==> src/rtl/uart_tx_pkg.sv <==
package uart_tx_pkg;
  typedef enum logic [2:0] {
    ST_IDLE,
    ST_START,
    ST_DATA,
    ST_PARITY,
    ST_STOP,
    ST_BREAK,
    ST_BRK_END
  } tx_state_e;
endpackage

==> src/rtl/uart_tx_hold.sv <==
module uart_tx_hold #(
  parameter int DW = 8
) (
  input  logic          clk,
  input  logic          rst,
  input  logic          in_valid,
  input  logic [DW-1:0] in_data,
  input  logic          take,
  output logic          hold_full,
  output logic [DW-1:0] hold_data
);
  logic accept;
  assign accept = in_valid && !hold_full;

  always_ff @(posedge clk) begin
    if (rst)         hold_full <= 1'b0;
    else if (accept) hold_full <= 1'b1;
    else if (take)   hold_full <= 1'b0;
  end

  always_ff @(posedge clk) begin
    if (accept) hold_data <= in_data;
  end
endmodule

==> src/rtl/uart_tx_bit_timer.sv <==
module uart_tx_bit_timer #(
  parameter int OVS = 16
) (
  input  logic clk,
  input  logic rst,
  input  logic tick,
  input  logic restart,
  output logic bit_end
);
  localparam int CW = $clog2(OVS);
  localparam logic [CW-1:0] LAST = CW'(OVS - 1);

  logic [CW-1:0] cnt;

  always_ff @(posedge clk) begin
    if (rst || restart)    cnt <= '0;
    else if (tick)         cnt <= (cnt == LAST) ? '0 : cnt + 1'b1;
  end

  assign bit_end = tick && !restart && (cnt == LAST);
endmodule

==> src/rtl/uart_tx_sequencer.sv <==
module uart_tx_sequencer
  import uart_tx_pkg::*;
#(
  parameter int DW = 8
) (
  input  logic          clk,
  input  logic          rst,
  input  logic          tick,
  input  logic          bit_end,
  input  logic          hold_full,
  input  logic [DW-1:0] hold_data,
  input  logic          cfg_eight_bits,
  input  logic          cfg_parity_en,
  input  logic          cfg_parity_odd,
  input  logic          cfg_two_stop,
  input  logic          cfg_force_bad_parity,
  input  logic          cfg_break,
  input  logic          cfg_ignore_cts,
  input  logic          cts_n,
  output logic          take,
  output logic          restart,
  output logic          line_bit,
  output tx_state_e     state
);
  localparam int IW = $clog2(DW);
  localparam logic [IW-1:0] LAST_FULL  = IW'(DW - 1);
  localparam logic [IW-1:0] LAST_SHORT = IW'(DW - 2);

  logic [DW-1:0] shreg;
  logic [IW-1:0] bit_idx;
  logic          par_bit, f_eight, f_par, f_two, second_stop;
  logic          may_start;
  logic [DW-1:0] masked;

  assign may_start = hold_full && (cfg_ignore_cts || !cts_n);
  assign masked    = cfg_eight_bits ? hold_data : {1'b0, hold_data[DW-2:0]};

  always_comb begin
    take    = 1'b0;
    restart = 1'b0;
    if (state == ST_IDLE && tick) begin
      if (cfg_break) begin
        restart = 1'b1;
      end else if (may_start) begin
        restart = 1'b1;
        take    = 1'b1;
      end
    end
  end

  always_comb begin
    case (state)
      ST_START, ST_BREAK: line_bit = 1'b0;
      ST_DATA:            line_bit = shreg[0];
      ST_PARITY:          line_bit = par_bit;
      default:            line_bit = 1'b1;
    endcase
  end

  always_ff @(posedge clk) begin
    if (rst) begin
      state       <= ST_IDLE;
      shreg       <= '0;
      bit_idx     <= '0;
      par_bit     <= 1'b0;
      f_eight     <= 1'b1;
      f_par       <= 1'b0;
      f_two       <= 1'b0;
      second_stop <= 1'b0;
    end else begin
      case (state)
        ST_IDLE: begin
          if (restart && !take) begin
            state       <= ST_BREAK;
          end else if (take) begin
            state       <= ST_START;
            shreg       <= masked;
            par_bit     <= (^masked) ^ cfg_parity_odd ^ cfg_force_bad_parity;
            f_eight     <= cfg_eight_bits;
            f_par       <= cfg_parity_en;
            f_two       <= cfg_two_stop;
          end
        end
        ST_START: if (bit_end) begin
          state   <= ST_DATA;
          bit_idx <= '0;
        end
        ST_DATA: if (bit_end) begin
          shreg   <= shreg >> 1;
          bit_idx <= bit_idx + 1'b1;
          if (bit_idx == (f_eight ? LAST_FULL : LAST_SHORT)) begin
            state       <= f_par ? ST_PARITY : ST_STOP;
            second_stop <= 1'b0;
          end
        end
        ST_PARITY: if (bit_end) begin
          state       <= ST_STOP;
          second_stop <= 1'b0;
        end
        ST_STOP, ST_BRK_END: if (bit_end) begin
          if (f_two && !second_stop) second_stop <= 1'b1;
          else                       state       <= ST_IDLE;
        end
        ST_BREAK: if (bit_end && !cfg_break) begin
          state       <= ST_BRK_END;
          f_two       <= cfg_two_stop;
          second_stop <= 1'b0;
        end
        default: state <= ST_IDLE;
      endcase
    end
  end
endmodule

==> src/rtl/uart_serializer_tx.sv <==
module uart_serializer_tx
  import uart_tx_pkg::*;
#(
  parameter int DW  = 8,
  parameter int OVS = 16
) (
  input  logic          clk,
  input  logic          rst,
  input  logic          tick16,
  input  logic          in_valid,
  input  logic [DW-1:0] in_data,
  output logic          in_ready,
  input  logic          cfg_eight_bits,
  input  logic          cfg_parity_en,
  input  logic          cfg_parity_odd,
  input  logic          cfg_two_stop,
  input  logic          cfg_force_bad_parity,
  input  logic          cfg_invert,
  input  logic          cfg_break,
  input  logic          cfg_ignore_cts,
  input  logic          cts_n,
  output logic          tx_line,
  output logic          tx_done
);
  logic          hold_full, take, restart, bit_end, line_bit;
  logic [DW-1:0] hold_data;
  tx_state_e     seq_state;

  uart_tx_hold #(.DW(DW)) u_hold (
    .clk(clk), .rst(rst), .in_valid(in_valid), .in_data(in_data),
    .take(take), .hold_full(hold_full), .hold_data(hold_data)
  );

  uart_tx_bit_timer #(.OVS(OVS)) u_timer (
    .clk(clk), .rst(rst), .tick(tick16), .restart(restart), .bit_end(bit_end)
  );

  uart_tx_sequencer #(.DW(DW)) u_seq (
    .clk(clk), .rst(rst), .tick(tick16), .bit_end(bit_end),
    .hold_full(hold_full), .hold_data(hold_data),
    .cfg_eight_bits(cfg_eight_bits), .cfg_parity_en(cfg_parity_en),
    .cfg_parity_odd(cfg_parity_odd), .cfg_two_stop(cfg_two_stop),
    .cfg_force_bad_parity(cfg_force_bad_parity), .cfg_break(cfg_break),
    .cfg_ignore_cts(cfg_ignore_cts), .cts_n(cts_n),
    .take(take), .restart(restart), .line_bit(line_bit), .state(seq_state)
  );

  assign in_ready = !hold_full;

  always_ff @(posedge clk) begin
    if (rst) begin
      tx_line <= !cfg_invert;
      tx_done <= 1'b1;
    end else begin
      tx_line <= line_bit ^ cfg_invert;
      tx_done <= (seq_state == ST_IDLE) && !hold_full;
    end
  end
endmodule

==> config.mk <==
export PLATFORM = sky130hd
export DESIGN_NAME = uart_serializer_tx
export DESIGN_NICKNAME = d
export VERILOG_FILES = /design/src/rtl/uart_tx_pkg.sv /design/src/rtl/uart_tx_hold.sv /design/src/rtl/uart_tx_bit_timer.sv /design/src/rtl/uart_tx_sequencer.sv /design/src/rtl/uart_serializer_tx.sv
export SDC_FILE = /design/constraint.sdc
export NUM_CORES = 1
export LEC_CHECK = 0
export BUFFER_PORTS_ARGS = -buffer_cell sky130_fd_sc_hd__buf_2
export CAP_MARGIN = 15
export CORE_MARGIN = 2
export CORE_UTILIZATION = 25
export DETAILED_ROUTE_END_ITERATION = 10
export PLACE_DENSITY = 0.42
export REMOVE_ABC_BUFFERS = 1
export SYNTH_ARGS = -nofsm -noshare
export SYNTH_HDL_FRONTEND = slang
export SYNTH_SLANG_ARGS = --single-unit
==> constraint.sdc <==
create_clock -name clk -period 3.4 [get_ports clk]
set_clock_uncertainty 0.1 [all_clocks]
set_input_delay 0.17 -clock clk [delete_from_list [all_inputs] [get_ports clk]]
set_output_delay 0.17 -clock clk [all_outputs]
set_load 0.1 [all_outputs]
Word level (Yosys, flattened, before mapping)
Index checks and enable logic that the tools add are counted.

storage, ports and cells
  register bits = 34
  latch bits = 0
  bits in writable memories = 0
  bits in read-only memories = 0
  output and inout bits = 3
  memories kept = 0

cells by class
  $add $sub $neg = 2
  $mul = 0
  div/mod/pow operators = 0
  $lt $le $gt $ge = 0
  eq/ne operators = 19
  shift operators = 0
  muxes and demuxes = 41
  bitwise logic cells = 4
  reduce and logical (&&, ||, !) cells = 33

operators with widths
  operator                                                number
  2-to-1 mux 3 bit                                        12
  2-to-1 mux 8 bit                                        4
  2-to-1 mux 1 bit                                        18
  one-hot mux 3 bit (6 select lines)                      1
  inequality test 2 x 1 -> 1 bit (second input constant)  8
  one-hot mux 8 bit (2 select lines)                      1
  == test 3 bit (second input constant)                   3
  logical AND 1 bit                                       9
  AND reduction 4 bit                                     2
  AND reduction 8 bit                                     1
  nonzero test 2 bit                                      4
  parity 8 bit                                            1
  zero test 1 bit                                         7
  AND reduction 7 bit                                     1
  == test 3 x 2 -> 1 bit (second input constant)          2
  one-hot mux 3 bit (2 select lines)                      1
  AND reduction 3 bit                                     2
  adder 4 x 1 -> 4 bit (second input constant)            1
  == test 4 bit (second input constant)                   1
  2-to-1 mux 4 bit                                        1
  inequality test 2 bit (second input constant)           2
  one-hot mux 1 bit (4 select lines)                      1
  nonzero test 4 bit                                      1
  OR reduction 2 bit                                      2
  other kinds (10)                                        13

Longest topological paths before layout
  depth after elaboration = 12
  gate-level depth with buffers = 7
  depth with buffers taken out = 6

Hierarchy
A second synthesis with hierarchy kept.

unflattened totals
  cells, all modules = 177
  area, all modules = 1715.4 um^2

by module, submodules not included
  module              instances  cells an instance  area each (um^2)  seq. area each (um^2)
  uart_tx_sequencer   1          139                1171.1            380.4
  uart_tx_hold        1          12                 280.3             260.2
  uart_tx_bit_timer   1          19                 187.7             80.1
  uart_serializer_tx  1          7                  76.3              40.0

Least setup slack after synthesis
OpenSTA, ideal clock, no wires.

  kind = register to register
  from = register u_timer.cnt[0]
  to = register u_seq.state[1]
  setup time = 0.134 ns
  data arrival time = 1.678 ns
  setup slack = 1.489 ns
  cell stages (with the launch flop) = 7
  clock period less this slack = 1.911 ns
  cell sequence = dfxtp_1 ha_1 nand4_1 a311oi_2 o32ai_2 a2111oi_1 o22ai_1

between the ends
  word-level cells in the longest chain between the ends = 5

ends and longest elaborated chain
  what                                             RTL line                  text
  start, declared                                  uart_tx_bit_timer.sv:13   logic [CW-1:0] cnt;
  start signal, assigned                           uart_tx_bit_timer.sv:17   else if (tick) cnt <= (cnt == LAST) ? '0 : cnt + 1'b1;
  == test 4 bit (*)                                uart_tx_bit_timer.sv:20   assign bit_end = tick && !restart && (cnt == LAST);
  logical AND 1 bit (*)                            uart_tx_bit_timer.sv:20
  logical AND 1 bit                                uart_tx_sequencer.sv:104  ST_BREAK: if (bit_end && !cfg_break) begin
  inequality test 2 x 1 -> 1 bit (no source line)  -
  AND reduction 8 bit (no source line) (*)         -
  end signal, assigned                             uart_tx_sequencer.sv:92   state <= f_par ? ST_PARITY : ST_STOP;
  end, declared                                    uart_tx_sequencer.sv:23   output tx_state_e state

Mark *: on every way between the ends. The rest lies on a longest branch, timed or not.
A chain may end at the register's enable or synchronous reset.

Worst setup path in the final report
  from = register u_timer.cnt[0]
  to = register u_seq.shreg[3]

between the ends
  word-level cells in the longest chain between the ends = 4

ends and longest elaborated chain
  what                                             RTL line                 text
  == test 4 bit                                    uart_tx_bit_timer.sv:20
  logical AND 1 bit                                uart_tx_bit_timer.sv:20
  inequality test 2 x 1 -> 1 bit (no source line)  -
  AND reduction 4 bit (no source line)             -
  end signal, assigned                             uart_tx_sequencer.sv:77  shreg <= masked;
  end signal, assigned                             uart_tx_sequencer.sv:89  shreg <= shreg >> 1;
  end, declared                                    uart_tx_sequencer.sv:29  logic [DW-1:0] shreg;

Every way passes these cells.

==> out/summary.md <==
The run finished with clean final reports. The total clock sinks was 34; the number of synthesized flops with an enable pin was 8. The register area is 761 sq um, and the simple-gate area share of the yosys netlist is 21.7%.

The combined area of all synthesized cells is 1750 sq um, and the post-cts sizing count is 0. Once detail routing completed, the nets flagged for antenna violations numbered 0. The smallest clock period supported by the final layout is computed as 2.23 ns. The share of total power dissipated in combinational logic is 27.7%. After Yosys synthesis, full adders, half adders and majority gates account for 1.43% of the synthesized area. The logs give 4090 um for the routed wire length and 24 for the I/O pin total. The post-synthesis average cell area was 9.07 sq um. The layout has 715 filler cells. In the final routed layout, each cell accounts on average for 12.8 um. The logs give 1,396 for the via count of the first global-routing pass and 45 for the number of distinct library cells after synthesis. The standard cell core area came out at 6790 sq um. The leakage power summed over all cells is 0.789 nW, and the minimum setup slack among reg-to-reg paths is 1.17 ns.

The run gives 11.5% as the global router's overall resource usage. The tools report the area of combinational cells with multiple inputs as 916 sq um. For the pin with the worst max-slew slack, the measured transition is 0.685 ns.

The count of endpoints failing hold in the final timing report was 0; the worst-case reg-to-reg path depth was 6. Buffer levels on the longest clock path: 2. The worst-case IR drop observed on VDD is 0.194 mV.

Areal power density over the cells: 619 nW/um^2. The endpoint identified for the worst register-to-register timing path is u_seq.shreg[3]$_SDFFE_PP0P_. In this run switching power makes up 33.8% of total power. The switching component of the power is 452 uW. Of the total power, registers draw 38.1%.

At the later pin of the worst-skew pair, clock insertion delay measures 0.30 ns. After routing, the total negative slack on setup checks comes to 0 ns. The critical path ends at u_seq.shreg[3]$_SDFFE_PP0P_. Counting buffers and inverters, the worst setup path is 6 cells deep. Synthesis produced 193 cells. The run gives 35 as the number of DRC markers after the initial detailed-route iteration. The cell with the largest stage delay on the worst path is sky130_fd_sc_hd__a21boi_2.

The number of iterations in the first detailed-routing pass was 4; the effective utilization at floorplan was 25.8%. Setup violations remaining at the end of the flow were counted as 0. Global routing finished with a remaining overflow of 0.

Measured against its own limit, the worst slew margin works out to 54.1%. Cells with a size suffix above 1 make up 16.6% of the layout. The die covers 7690 sq um. For the initial antenna violation count, the log shows 0.

The largest net degree at the start of global routing is 21, and the weighted congestion at the end of routability-driven global placement is 0.839. The classification of the worst-slack hold path is in -> reg. The proportion of register bits with asynchronous set or reset after synthesis is 0%, and the number of port buffers is 23.

In this run the worst path has a maximum fanout of 16. Yosys warning count: 0. Detailed placement ended at an HPWL of 2850 um. The critical path goes through ha_1 > and4_1 > nand2_1 > a21boi_2 > nor2_1 > a311oi_1. The tools report the data required time at the worst endpoint as 3.51 ns. In the layout the commonest cells are sky130_fd_sc_hd__nand2_1, sky130_fd_sc_hd__dfxtp_1, sky130_fd_sc_hd__buf_2. The clock transition at the registers of the reported paths is 0.08 ns. The layout overhead on the synthesized area works out to 23.3%. In this run the critical register-to-register path is launched from u_timer.cnt[0]$_SDFFE_PP0P_. For this run, the top clock speed supported by timing is 449 MHz. The routed layout has 1,462 vias.

Setup repair after global routing left no endpoint under its margin. Post-synthesis sequential element count: 34. After detailed routing, the number of vias per cell comes to 4.58. The tool flagged a number of max-cap violations equal to 0. After the last flow step, the layout net total stands at 245.

TritonCTS built the clock tree. The critical path's top delay family is compound AO/OA/AOI/OAI gates. The launch point of the critical path is u_timer.cnt[0]$_SDFFE_PP0P_. In the synthesized netlist, mux cells make up 2.29% of the area. The worst setup path category was reg -> reg.

The internal portion of the total power is 884 uW. The global-route wire length before repair was 6710 um; the horizontal die dimension was 87.7 um. The critical path arrival was 2.34 ns.

Root buffer cell: sky130_fd_sc_hd__clkbuf_8. In the routed design, unresolved DRC markers number 0. The share of the Yosys chip area taken by registers is 43.5%. Dominant register cell in the synthesized netlist: sky130_fd_sc_hd__dfxtp_1. Number of levels in the clock H-tree: 2. The buffering stage count on the worst path with inverters included is 0, and the compound-cell area share of the yosys netlist is 20.2%.

The die is 87.7 um tall. Cells fill 31.8% of the core in the end. The highest cell delay on the worst timing path was 0.58 ns. Dividing the final minimum period by the clock period gives 65.5%.

The proportion of power drawn by the clock network was 34.2%. TritonCTS created 5 clock buffers. The logs give 0 for the number of pins with negative max-slew slack in the final report and 30 for the number of placement rows. Critical path capture point type: a flop.

The repair_antennas step left the layout with diodes totalling 0. The kind of start point of the critical path was a flop. The parity-gate share of the synthesized area counting xor and xnor cells came out at 6.79%.

The main combinational cell family by area after synthesis is simple AND/OR/NAND/NOR gates.
==> kinds of logic (layout without fill, tap and decap cells) <==
family,count (synthesis),count (layout)
xor gates and xnor gates,12,12
muxes,4,4
adders and majority gates,2,2
and+or+nand+nor,76,76
AOI/OAI and AO/OA,50,50
DFF,34,34
buffers and inverters,15,45
==> what timing repair did <==
action / CTS / global route
endpoints found under the setup margin: 0 / 0
hold buffers: 9 / 0
setup buffers: 0 / 0
hold endpoints to repair: 9 / 0
==> worst min path at each step <==
stage,from,cells after the start,endpoint
after CTS,cfg_parity_en,3,u_seq.f_par$_SDFFE_PP0P_
after global routing,cfg_parity_en,3,u_seq.f_par$_SDFFE_PP0P_
after global placement,in_data[6],1,u_hold.hold_data[6]$_DFFE_PP_
final,cfg_parity_en,3,u_seq.f_par$_SDFFE_PP0P_
after floorplan,rst,1,u_seq.bit_idx[0]$_SDFFE_PP0P_
after detailed placement,in_data[4],1,u_hold.hold_data[4]$_DFFE_PP_
==> routing by layer <==
layer / global-route usage, % / vias to the layer above / part of all wire [%]
li1: - / 758 / -
met1: 15.0 / 668 / 51
met2: 18.0 / 28 / 44
met3: 2.83 / 8 / 3.4
met4: 5.45 / 0 / 1.7
met5: 0 / - / 0
==> cells in the mapped netlist (all sizes together), types with 5 or more instances <==
library cell,count,area [sq um]
edfxtp,8,240
nor2b,5,31.3
dfxtp,26,521
nand2,26,97.6
clkbuf,5,18.8
a311oi,9,85.1
xnor2,8,70.1
nand2b,6,37.5
nor2,20,77.6
nand4,6,37.5
inv,5,18.8
a21oi,12,60.1
buf,5,36.3
o21ai,14,70.1
==> per-stage QoR <==
step | hold slack, ns | power, mW | worst slack, ns | std cells | area (sq um)
floorplan | 0.139 | 0.785 | 1.49 | 183 | 1700
global placement | 0.246 | 0.884 | 1.15 | 302 | 1930
detailed placement | 0.248 | 0.880 | 1.18 | 302 | 1930
CTS | 0.00395 | 1.35 | 1.16 | 319 | 2160
global route | 0.0113 | 1.41 | 0.950 | 319 | 2160
finish | 0.00260 | 1.34 | 1.17 | 319 | 2160
==> state kept, by name (all words and copies together), names as in the netlist <==
| name | flops |
|---|---|
| tx_done | 1 |
| tx_line | 1 |
| u_hold.hold_data | 8 |
| u_hold.hold_full | 1 |
| u_seq.bit_idx | 3 |
| u_seq.f_eight | 1 |
| u_seq.f_par | 1 |
| u_seq.f_two | 1 |
| u_seq.par_bit | 1 |
| u_seq.second_stop | 1 |
| u_seq.shreg | 8 |
| u_seq.state | 3 |
| u_timer.cnt | 4 |
==> power by group through the flow <==
stage	clock (mW)	combinational, mW	sequential (mW)
after CTS	0.470	0.374	0.507
after floorplan	0	0.231	0.554
after detailed placement	0	0.363	0.517
after global routing	0.492	0.406	0.516
after global placement	0	0.366	0.517
final	0.457	0.371	0.508
==> layout make-up <==
cell class | instances | share of cell area, %
multi-input combinational | 144 | 42.4
inverter | 5 | 0.870
clock buffer | 5 | 3.19
sequential | 34 | 35.2
clock inverter | 3 | 3.19
timing repair buffer | 32 | 9.51
tap | 96 | 5.57
==> worst min-delay path: cells and delay by family <==
kind / cells / cell delay, ns
buffers and inverters: 1 / 0.08
muxes: 1 / 0.05
and+or+nand+nor: 1 / 0.07
Note: power is estimated with default switching activity, not from simulation.
